**src/rtl/pack_dma_pkg.sv**
```systemverilog
package pack_dma_pkg;
  localparam int LANES  = 8;
  localparam int WORD_W = LANES * 8;
  localparam int CNT_W  = 4;

  typedef enum logic [2:0] {
    ST_IDLE, ST_REM, ST_GATHER, ST_MCMD, ST_MDAT, ST_RSP
  } dma_state_e;

  // leftover bytes of a partly used input word, low lanes first
  typedef struct packed {
    logic [WORD_W-1:0] data;
    logic [CNT_W-1:0]  cnt;
    logic              fin;
    logic              trig;
  } rem_t;
endpackage

```
**src/rtl/pack_dma_rem_bank.sv**
```systemverilog
module pack_dma_rem_bank
  import pack_dma_pkg::*;
#(
  parameter int N_STREAMS = 2,
  parameter int SEL_W     = 1
) (
  input  logic             clk_i,
  input  logic             rst_ni,
  input  logic [SEL_W-1:0] rd_sel_i,
  output rem_t             rd_o,
  input  logic             wr_en_i,
  input  logic [SEL_W-1:0] wr_sel_i,
  input  rem_t             wr_i
);
  rem_t slots [N_STREAMS];

  for (genvar g = 0; g < N_STREAMS; g++) begin : g_slot
    rem_t slot_q;
    always_ff @(posedge clk_i or negedge rst_ni) begin
      if (!rst_ni) slot_q <= '0;
      else if (wr_en_i && (int'(wr_sel_i) == g)) slot_q <= wr_i;
    end
    assign slots[g] = slot_q;
  end

  assign rd_o = slots[rd_sel_i];
endmodule

```
**src/rtl/pack_dma_in_sel.sv**
```systemverilog
module pack_dma_in_sel
  import pack_dma_pkg::*;
#(
  parameter int N_STREAMS = 2,
  parameter int SEL_W     = 1
) (
  input  logic [SEL_W-1:0]            sel_i,
  input  logic                        take_i,
  input  logic [N_STREAMS-1:0]        in_vld_i,
  input  logic [N_STREAMS*WORD_W-1:0] in_data_i,
  input  logic [N_STREAMS*CNT_W-1:0]  in_bytes_i,
  input  logic [N_STREAMS-1:0]        in_last_i,
  input  logic [N_STREAMS-1:0]        in_tmo_i,
  input  logic [N_STREAMS-1:0]        in_trig_i,
  output logic [N_STREAMS-1:0]        in_rdy_o,
  output logic                        vld_o,
  output logic [WORD_W-1:0]           data_o,
  output logic [CNT_W-1:0]            cnt_o,
  output logic                        fin_o,
  output logic                        trig_o
);
  logic [CNT_W-1:0] raw_cnt;

  for (genvar g = 0; g < N_STREAMS; g++) begin : g_rdy
    assign in_rdy_o[g] = take_i && (int'(sel_i) == g);
  end

  assign vld_o   = take_i && in_vld_i[sel_i];
  assign data_o  = in_data_i[int'(sel_i)*WORD_W +: WORD_W];
  assign raw_cnt = in_bytes_i[int'(sel_i)*CNT_W +: CNT_W];
  assign cnt_o   = (raw_cnt > CNT_W'(LANES)) ? CNT_W'(LANES) : raw_cnt;
  assign fin_o   = in_last_i[sel_i] | in_tmo_i[sel_i] | in_trig_i[sel_i];
  assign trig_o  = in_trig_i[sel_i];
endmodule

```
**src/rtl/pack_dma_byte_buf.sv**
```systemverilog
module pack_dma_byte_buf
  import pack_dma_pkg::*;
#(
  parameter int BUF_WORDS = 8,
  parameter int FILL_W    = 7,
  parameter int WIDX_W    = 3
) (
  input  logic              clk_i,
  input  logic              wr_en_i,
  input  logic [FILL_W-1:0] wr_pos_i,
  input  logic [CNT_W-1:0]  wr_cnt_i,
  input  logic [WORD_W-1:0] wr_data_i,
  input  logic [WIDX_W-1:0] rd_idx_i,
  output logic [WORD_W-1:0] rd_data_o
);
  localparam int BUF_BYTES = BUF_WORDS * LANES;

  logic [7:0] bytes [BUF_BYTES];

  // each byte cell picks its lane from the incoming word by its distance to the fill point
  for (genvar j = 0; j < BUF_BYTES; j++) begin : g_cell
    localparam logic [FILL_W:0] POS = (FILL_W+1)'(j);
    logic [FILL_W:0] off;
    logic            hit;
    logic [7:0]      byte_q;
    assign off = POS - {1'b0, wr_pos_i};
    assign hit = wr_en_i && (POS >= {1'b0, wr_pos_i}) &&
                 (off < {{(FILL_W-3){1'b0}}, wr_cnt_i});
    always_ff @(posedge clk_i) begin
      if (hit) byte_q <= wr_data_i[{off[2:0], 3'b000} +: 8];
    end
    assign bytes[j] = byte_q;
  end

  for (genvar k = 0; k < LANES; k++) begin : g_rd
    assign rd_data_o[k*8 +: 8] = bytes[{rd_idx_i, 3'(k)}];
  end
endmodule

```
**src/rtl/pack_dma.sv**
```systemverilog
module pack_dma
  import pack_dma_pkg::*;
#(
  parameter int N_STREAMS = 2,
  parameter int ADDR_W    = 32,
  parameter int SIZE_W    = 16,
  parameter int BUF_WORDS = 8,
  localparam int SEL_W    = (N_STREAMS > 1) ? $clog2(N_STREAMS) : 1
) (
  input  logic                        clk_i,
  input  logic                        rst_ni,
  input  logic                        cmd_vld_i,
  output logic                        cmd_rdy_o,
  input  logic [SEL_W-1:0]            cmd_stream_i,
  input  logic [ADDR_W-1:0]           cmd_addr_i,
  input  logic [SIZE_W-1:0]           cmd_size_i,
  input  logic [N_STREAMS-1:0]        in_vld_i,
  output logic [N_STREAMS-1:0]        in_rdy_o,
  input  logic [N_STREAMS*64-1:0]     in_data_i,
  input  logic [N_STREAMS*4-1:0]      in_bytes_i,
  input  logic [N_STREAMS-1:0]        in_last_i,
  input  logic [N_STREAMS-1:0]        in_tmo_i,
  input  logic [N_STREAMS-1:0]        in_trig_i,
  output logic                        mem_cmd_vld_o,
  input  logic                        mem_cmd_rdy_i,
  output logic [ADDR_W-1:0]           mem_cmd_addr_o,
  output logic [SIZE_W-1:0]           mem_cmd_size_o,
  output logic                        mem_dat_vld_o,
  input  logic                        mem_dat_rdy_i,
  output logic [63:0]                 mem_dat_o,
  output logic                        rsp_vld_o,
  input  logic                        rsp_rdy_i,
  output logic [SEL_W-1:0]            rsp_stream_o,
  output logic [SIZE_W-1:0]           rsp_size_o,
  output logic                        rsp_trig_o
);
  localparam int BUF_BYTES = BUF_WORDS * LANES;
  localparam int FILL_W    = $clog2(BUF_BYTES + 1);
  localparam int WIDX_W    = (BUF_WORDS > 1) ? $clog2(BUF_WORDS) : 1;

  dma_state_e        state_q;
  logic [SEL_W-1:0]  sel_q;
  logic [ADDR_W-1:0] addr_q;
  logic [FILL_W-1:0] max_q, fill_q;
  logic [WIDX_W-1:0] widx_q;
  logic              trig_q;

  // stream input selection
  logic              w_vld, w_fin, w_trig;
  logic [WORD_W-1:0] w_data;
  logic [CNT_W-1:0]  w_cnt;

  pack_dma_in_sel #(.N_STREAMS(N_STREAMS), .SEL_W(SEL_W)) u_in_sel (
    .sel_i      (sel_q),
    .take_i     (state_q == ST_GATHER),
    .in_vld_i   (in_vld_i),
    .in_data_i  (in_data_i),
    .in_bytes_i (in_bytes_i),
    .in_last_i  (in_last_i),
    .in_tmo_i   (in_tmo_i),
    .in_trig_i  (in_trig_i),
    .in_rdy_o   (in_rdy_o),
    .vld_o      (w_vld),
    .data_o     (w_data),
    .cnt_o      (w_cnt),
    .fin_o      (w_fin),
    .trig_o     (w_trig)
  );

  // per-stream leftover storage
  rem_t rem_rd, rem_wr, src;
  logic step;

  pack_dma_rem_bank #(.N_STREAMS(N_STREAMS), .SEL_W(SEL_W)) u_rem (
    .clk_i    (clk_i),
    .rst_ni   (rst_ni),
    .rd_sel_i (sel_q),
    .rd_o     (rem_rd),
    .wr_en_i  (step),
    .wr_sel_i (sel_q),
    .wr_i     (rem_wr)
  );

  // source of bytes this cycle: leftover first, then live words
  always_comb begin
    if (state_q == ST_REM) begin
      src = rem_rd;
    end else begin
      src.data = w_data;
      src.cnt  = w_cnt;
      src.fin  = w_fin;
      src.trig = w_trig;
    end
  end

  logic [FILL_W-1:0] room, src_cnt_w, take_w, fill_nx;
  logic [CNT_W-1:0]  left_cnt;
  logic              end_now, done;

  assign step      = (state_q == ST_REM) || ((state_q == ST_GATHER) && w_vld);
  assign room      = max_q - fill_q;
  assign src_cnt_w = FILL_W'(src.cnt);
  assign take_w    = (src_cnt_w > room) ? room : src_cnt_w;
  assign left_cnt  = src.cnt - take_w[CNT_W-1:0];
  assign end_now   = (left_cnt == '0) && src.fin;
  assign fill_nx   = fill_q + take_w;
  assign done      = end_now || (fill_nx == max_q);

  always_comb begin
    rem_wr.data = src.data >> {take_w[CNT_W-1:0], 3'b000};
    rem_wr.cnt  = left_cnt;
    rem_wr.fin  = src.fin && (left_cnt != '0);
    rem_wr.trig = src.trig && (left_cnt != '0);
  end

  // transfer buffer
  logic [WORD_W-1:0] rd_word;

  pack_dma_byte_buf #(.BUF_WORDS(BUF_WORDS), .FILL_W(FILL_W), .WIDX_W(WIDX_W)) u_buf (
    .clk_i     (clk_i),
    .wr_en_i   (step),
    .wr_pos_i  (fill_q),
    .wr_cnt_i  (take_w[CNT_W-1:0]),
    .wr_data_i (src.data),
    .rd_idx_i  (widx_q),
    .rd_data_o (rd_word)
  );

  // command capture with size cap
  logic [FILL_W-1:0] max_in;
  assign max_in = (cmd_size_i > SIZE_W'(BUF_BYTES)) ? FILL_W'(BUF_BYTES)
                                                    : cmd_size_i[FILL_W-1:0];

  logic [FILL_W-1:0] fill_m1;
  logic [WIDX_W-1:0] last_widx;
  assign fill_m1   = fill_q - 1'b1;
  assign last_widx = fill_m1[WIDX_W+2:3];

  always_ff @(posedge clk_i or negedge rst_ni) begin
    if (!rst_ni) begin
      state_q <= ST_IDLE;
      sel_q   <= '0;
      addr_q  <= '0;
      max_q   <= '0;
      fill_q  <= '0;
      widx_q  <= '0;
      trig_q  <= 1'b0;
    end else begin
      unique case (state_q)
        ST_IDLE: if (cmd_vld_i) begin
          sel_q   <= cmd_stream_i;
          addr_q  <= cmd_addr_i;
          max_q   <= max_in;
          fill_q  <= '0;
          trig_q  <= 1'b0;
          state_q <= ST_REM;
        end
        ST_REM, ST_GATHER: if (step) begin
          fill_q <= fill_nx;
          widx_q <= '0;
          if (done) begin
            trig_q  <= end_now && src.trig;
            state_q <= (fill_nx == '0) ? ST_RSP : ST_MCMD;
          end else begin
            state_q <= ST_GATHER;
          end
        end
        ST_MCMD: if (mem_cmd_rdy_i) state_q <= ST_MDAT;
        ST_MDAT: if (mem_dat_rdy_i) begin
          if (widx_q == last_widx) state_q <= ST_RSP;
          else widx_q <= widx_q + 1'b1;
        end
        ST_RSP: if (rsp_rdy_i) state_q <= ST_IDLE;
        default: state_q <= ST_IDLE;
      endcase
    end
  end

  assign cmd_rdy_o      = (state_q == ST_IDLE);
  assign mem_cmd_vld_o  = (state_q == ST_MCMD);
  assign mem_cmd_addr_o = addr_q;
  assign mem_cmd_size_o = SIZE_W'(fill_q);
  assign mem_dat_vld_o  = (state_q == ST_MDAT);
  assign mem_dat_o      = rd_word;
  assign rsp_vld_o      = (state_q == ST_RSP);
  assign rsp_stream_o   = sel_q;
  assign rsp_size_o     = SIZE_W'(fill_q);
  assign rsp_trig_o     = trig_q;
endmodule

```
**config.mk**
```make
export PLATFORM = sky130hd
export DESIGN_NAME = pack_dma
export DESIGN_NICKNAME = d
export VERILOG_FILES = /design/src/rtl/pack_dma_pkg.sv /design/src/rtl/pack_dma_rem_bank.sv /design/src/rtl/pack_dma_in_sel.sv /design/src/rtl/pack_dma_byte_buf.sv /design/src/rtl/pack_dma.sv
export SDC_FILE = /design/constraint.sdc
export NUM_CORES = 1
export LEC_CHECK = 0
export ABC_CLOCK_PERIOD_IN_PS = 6700
export BUFFER_PORTS_ARGS = -buffer_cell sky130_fd_sc_hd__buf_2
export CAP_MARGIN = 25
export CORE_UTILIZATION = 50
export DETAILED_ROUTE_END_ITERATION = 7
export HOLD_SLACK_MARGIN = 0.06
export PLACE_DENSITY = 0.72
export SETUP_SLACK_MARGIN = 0.1
export SLEW_MARGIN = 5
export SYNTH_ARGS = -nofsm -noshare
export SYNTH_HDL_FRONTEND = slang
export SYNTH_SLANG_ARGS = --single-unit
```
**constraint.sdc**
```tcl
create_clock -name clk_i -period 6.7 [get_ports clk_i]
set_input_delay 1.005 -clock clk_i [delete_from_list [all_inputs] [get_ports clk_i]]
set_output_delay 1.005 -clock clk_i [all_outputs]
set_load 0.02 [all_outputs]
```
==> summary.md <==
| Metric | Value |
|---|---|
| Worst EP required | a little over 7 ns |
| Core area | just over 70000 um2 |
| Wire length on met3 | about 9500 um |
| Synth-to-layout area growth | 14.6% |
| PwrDens | about 560 nW/um2 |
| Global Route Usage Sum | roughly 30% |
| Number of synthesized flops with an enable pin | 512 |
| Crit path time final | between 6 and 7 ns |
| Net switching power | approximately 11 mW |
| CP startpoint kind | flip-flop |
| Post-Syn Area | approximately 36000 um2 |
| Post-Syn Instances | roughly 2900 |
| Row count | 98 |
| Crit Path Category | flip-flop to flip-flop |
| DR iter-0 viols | roughly 2800 |
| Worst slew pin tran | between 1 and 1.5 ns |
| Peak Freq | around 160 MHz |
| Peak supply drop | 0.291 mV |
| Met1 WL | 42700 um |
| Cell family with most CP delay | simple AND/OR/NAND/NOR gates |
| Final-report max-slew violation count | 0 |
| Largest stage delay, worst path | between 0.6 and 0.7 ns |
| Comb pwr share | between 50% and 60% |
| Final setup viols | 0 |
| Max Cap Viol | 0 |
| Max clock buf depth | 3 |
| Leakage | around 16 nW |
| Critical-path maximum fanout | 14 |
| DIE HEIGHT | ~270 um |
| RR Startpoint | state_q[0]$_DFFE_PN0P_ |
| DR vias/cell | between 6 and 7 |
| Ys async rst share | between 20% and 30% |
| Met2 WL | ~53000 um |
| Pin count of the biggest net entering global routing | around 100 |
| Vias | 26300 |
| ANT nets after route | 0 |
| I/O pin total | about 340 |
| Die ar. | ~74000 um2 |
| Final instance area | 41600 um2 |
| Net Sw Frac | 45.6% |
| Vias in the first global route | between 20000 and 30000 |
| Max layer used | met4 |
| Worst-case reg-to-reg path depth | 23 |
| Setup TNS | 0 ns |
| Routability cong. | approximately 1.0 |
| Drt total wl | between 100000 and 150000 um |
| Nets | between 3000 and 4000 |
| Slew headroom | 23.5% |
| Initial core utilization | between 50 and 60% |
| Clock skew | around 0.024 ns |
| Root Driver | clkbuf_16 |
| Critical R2R Capture | state_q[2]$_DFFE_PN0P_ |
| Total grt overflow | 0 |
| Clk pwr share | about 17% |
| Worst-path clk slew | ~0.060 ns |
| IO buf count | 316 |
| DRC | 0 |
| Slowest cell on crit path | or4b_2 |
| Final Cycle Share | a little over 90% |
| First-pass GRT wire length | between 150000 and 200000 um |
| Reg-to-reg setup timing slack | around 0.46 ns |
| Cts bufs inserted | 74 |
| Crit path DAT | slightly below 7 ns |
| First-pass iteration count of the detailed router | 6 |
| CTS tree | built |
| WL per Instance | 26.5 um |
| Layout cells sized above 1 | between 20% and 30% |
| H-tree level count | 3 |
| Die X | around 270 um |
| Status | completed |
| Ys flop type | edfxtp_1 |
| Yosys cell types | between 70 and 80 |
| CTS sink cnt | 706 |
| Sequential share of power | between 30% and 40% |
| Cells along the critical path | or3b_4 -> o31ai_1 -> nand2_1 -> inv_1 -> ha_1 -> nor2b_1 -> o21ai_0 -> a221oi_1 -> o211ai_1 -> nor2_4 -> nand2_1 -> o21a_1 -> inv_1 -> ha_1 -> nand3_1 -> a21boi_0 -> or4b_2 -> o2111ai_1 -> xnor2_1 -> nor4b_2 -> nor3b_1 -> o221ai_1 -> nand3_1 |
| Post-DP Area | just under 40000 um2 |
| Clk_lat worst skew | about 0.63 ns |
| Yosys warns | 0 |
| Worst hold path type | input pin to asynchronous set/reset pin |
| WP buf/inv | 2 |
| Final hold violation count | 0 |
| DP HPWL | just under 80000 um |
| Hold Buf Count CTS | 0 |
| Seq/Total Area, Yosys | a little under three fifths |
| Initial antenna violation count | 1 |
| Syn_area_per_cell | approximately 13 um2 |
| Synthesized flop and latch total | 706 |
| Crit end category | flip-flop |
| Int Power | between 10 and 15 mW |
| RSZ-0062 raised after global routing | no |
| Total power | around 23 mW |
[final cells by class]
cell class                 count  area [um2]
antenna                        1        2.50
inverter                      49         184
clock inverter                33         333
fill                        5745       30000
multi-input combinational   1916       15100
sequential                   706       20200
timing repair buffer         428        2480
clock buffer                 100        2010
tap                          950        1190
[worst max-delay path by stage]
stage	start	to	slack (ns)	cells after the start
2_1_floorplan	fill_q[2]$_DFFE_PN0P_	state_q[2]$_DFFE_PN0P_	0.11	27
3_3_place_gp	in_bytes_i[7]	state_q[2]$_DFFE_PN0P_	0.29	24
3_5_place_dp	in_bytes_i[7]	state_q[2]$_DFFE_PN0P_	0.14	24
4_1_cts	state_q[0]$_DFFE_PN0P_	state_q[2]$_DFFE_PN0P_	0.38	23
5_1_grt	state_q[0]$_DFFE_PN0P_	state_q[2]$_DFFE_PN0P_	0.09	23
6_report	state_q[0]$_DFFE_PN0P_	state_q[2]$_DFFE_PN0P_	0.46	23
[cells in the final DEF, fill, tap and decap left out, types with 10 or more instances in the layout]
cell | Yosys | layout
a2111oi_0 | 13 | 10
and2_1 | 13 | 13
buf_4 | 26 | 107
clkbuf_1 | 141 | 22
mux2i_1 | 137 | 137
nor2b_1 | 11 | 11
nor2_1 | 98 | 96
inv_1 | 38 | 37
nor4_1 | 23 | 18
a22o_1 | 11 | 11
clkinv_1 | 4 | 15
a21o_1 | 24 | 24
o31ai_1 | 35 | 35
buf_2 | 18 | 315
o21ai_0 | 169 | 168
a21oi_1 | 100 | 100
o211ai_1 | 12 | 12
nand3_1 | 69 | 69
and3_1 | 26 | 26
nor3_1 | 43 | 42
xor2_1 | 16 | 16
dfrtp_1 | 194 | 187
clkbuf_16 | 0 | 76
nand2_1 | 519 | 518
xnor2_1 | 33 | 33
edfxtp_1 | 512 | 512
a31oi_1 | 59 | 59
mux2_2 | 77 | 77
a211oi_1 | 29 | 29
ha_1 | 70 | 70
conb_1 | 1 | 20
mux4_2 | 193 | 193
[power groups by stage]
stage          combinational, mW  clock, mW  sequential, mW
2_1_floorplan               7.68          0            7.20
3_3_place_gp                11.7          0            7.17
6_report                    12.3       4.01            7.18
3_5_place_dp                12.0          0            7.24
5_1_grt                     13.1       4.23            7.26
4_1_cts                     12.0       4.07            7.17
[cell families (layout without fill, tap and decap cells)]
group	after synthesis	in the layout	share of synthesized area [%]
compound gates	512	512	8.86
other cells	1	21	0.0103
fa+ha+maj	73	73	2.58
xor+xnor	51	51	1.29
flops	706	706	55.7
simple gates	852	853	10.2
mux	407	407	18.1
buf+inv	272	610	3.16
[through the flow]
| step | util, % | hold slack (ns) | std cells | setup slack (ns) |
|---|---|---|---|---|
| floorplan | - | 0.443 | 2893 | 0.113 |
| global placement | 54.7 | 0.452 | 4045 | 0.288 |
| detailed placement | 54.8 | 0.457 | 4047 | 0.136 |
| CTS | 58.0 | 0.389 | 4180 | 0.384 |
| global route | 58.1 | 0.413 | 4183 | 0.0944 |
| finish | 58.1 | 0.375 | 4183 | 0.458 |
[flip-flops by register name (all words and copies together), names as in the netlist]
name / flops
rsp_trig_o: 1
u_buf.g_cell.byte_q: 512
u_rem.g_slot.slot_q: 140
widx_q: 3
mem_cmd_addr_o: 32
state_q: 3
rsp_stream_o: 1
fill_q: 7
max_q: 7
[what timing repair did]
item	CTS	global route
buffers inserted	0	0
endpoints found under the hold margin	0	0
resized for setup	0	1
setup endpoints to repair	0	3
[layer usage]
layer | track usage [%] | vias to the layer above
li1 | - | 11400
met1 | 39.4 | 13100
met2 | 48.3 | 1451
met3 | 5.37 | 289
met4 | 13.9 | 0
met5 | 0 | -
[synthesized netlist by cell type, drive strengths merged, types with 10 or more instances]
cell type,number,share of area (%)
a2111oi,14,0.35
a211oi,29,0.60
a21o,24,0.50
a21oi,100,1.4
a22o,11,0.27
a31oi,59,1.0
and2,14,0.24
and3,26,0.45
buf,82,1.2
clkbuf,141,1.5
dfrtp,194,13
edfxtp,512,42
ha,70,2.4
inv,45,0.47
mux2,77,2.4
mux2i,137,3.8
mux4,193,12
nand2,521,5.4
nand2b,10,0.17
nand3,69,0.95
nor2,99,1.0
nor2b,11,0.19
nor3,45,0.67
nor4,23,0.40
o211ai,12,0.25
o21ai,171,2.4
o31ai,35,0.72
xnor2,34,0.84
xor2,16,0.39
Power figures use the tool's default switching activity.
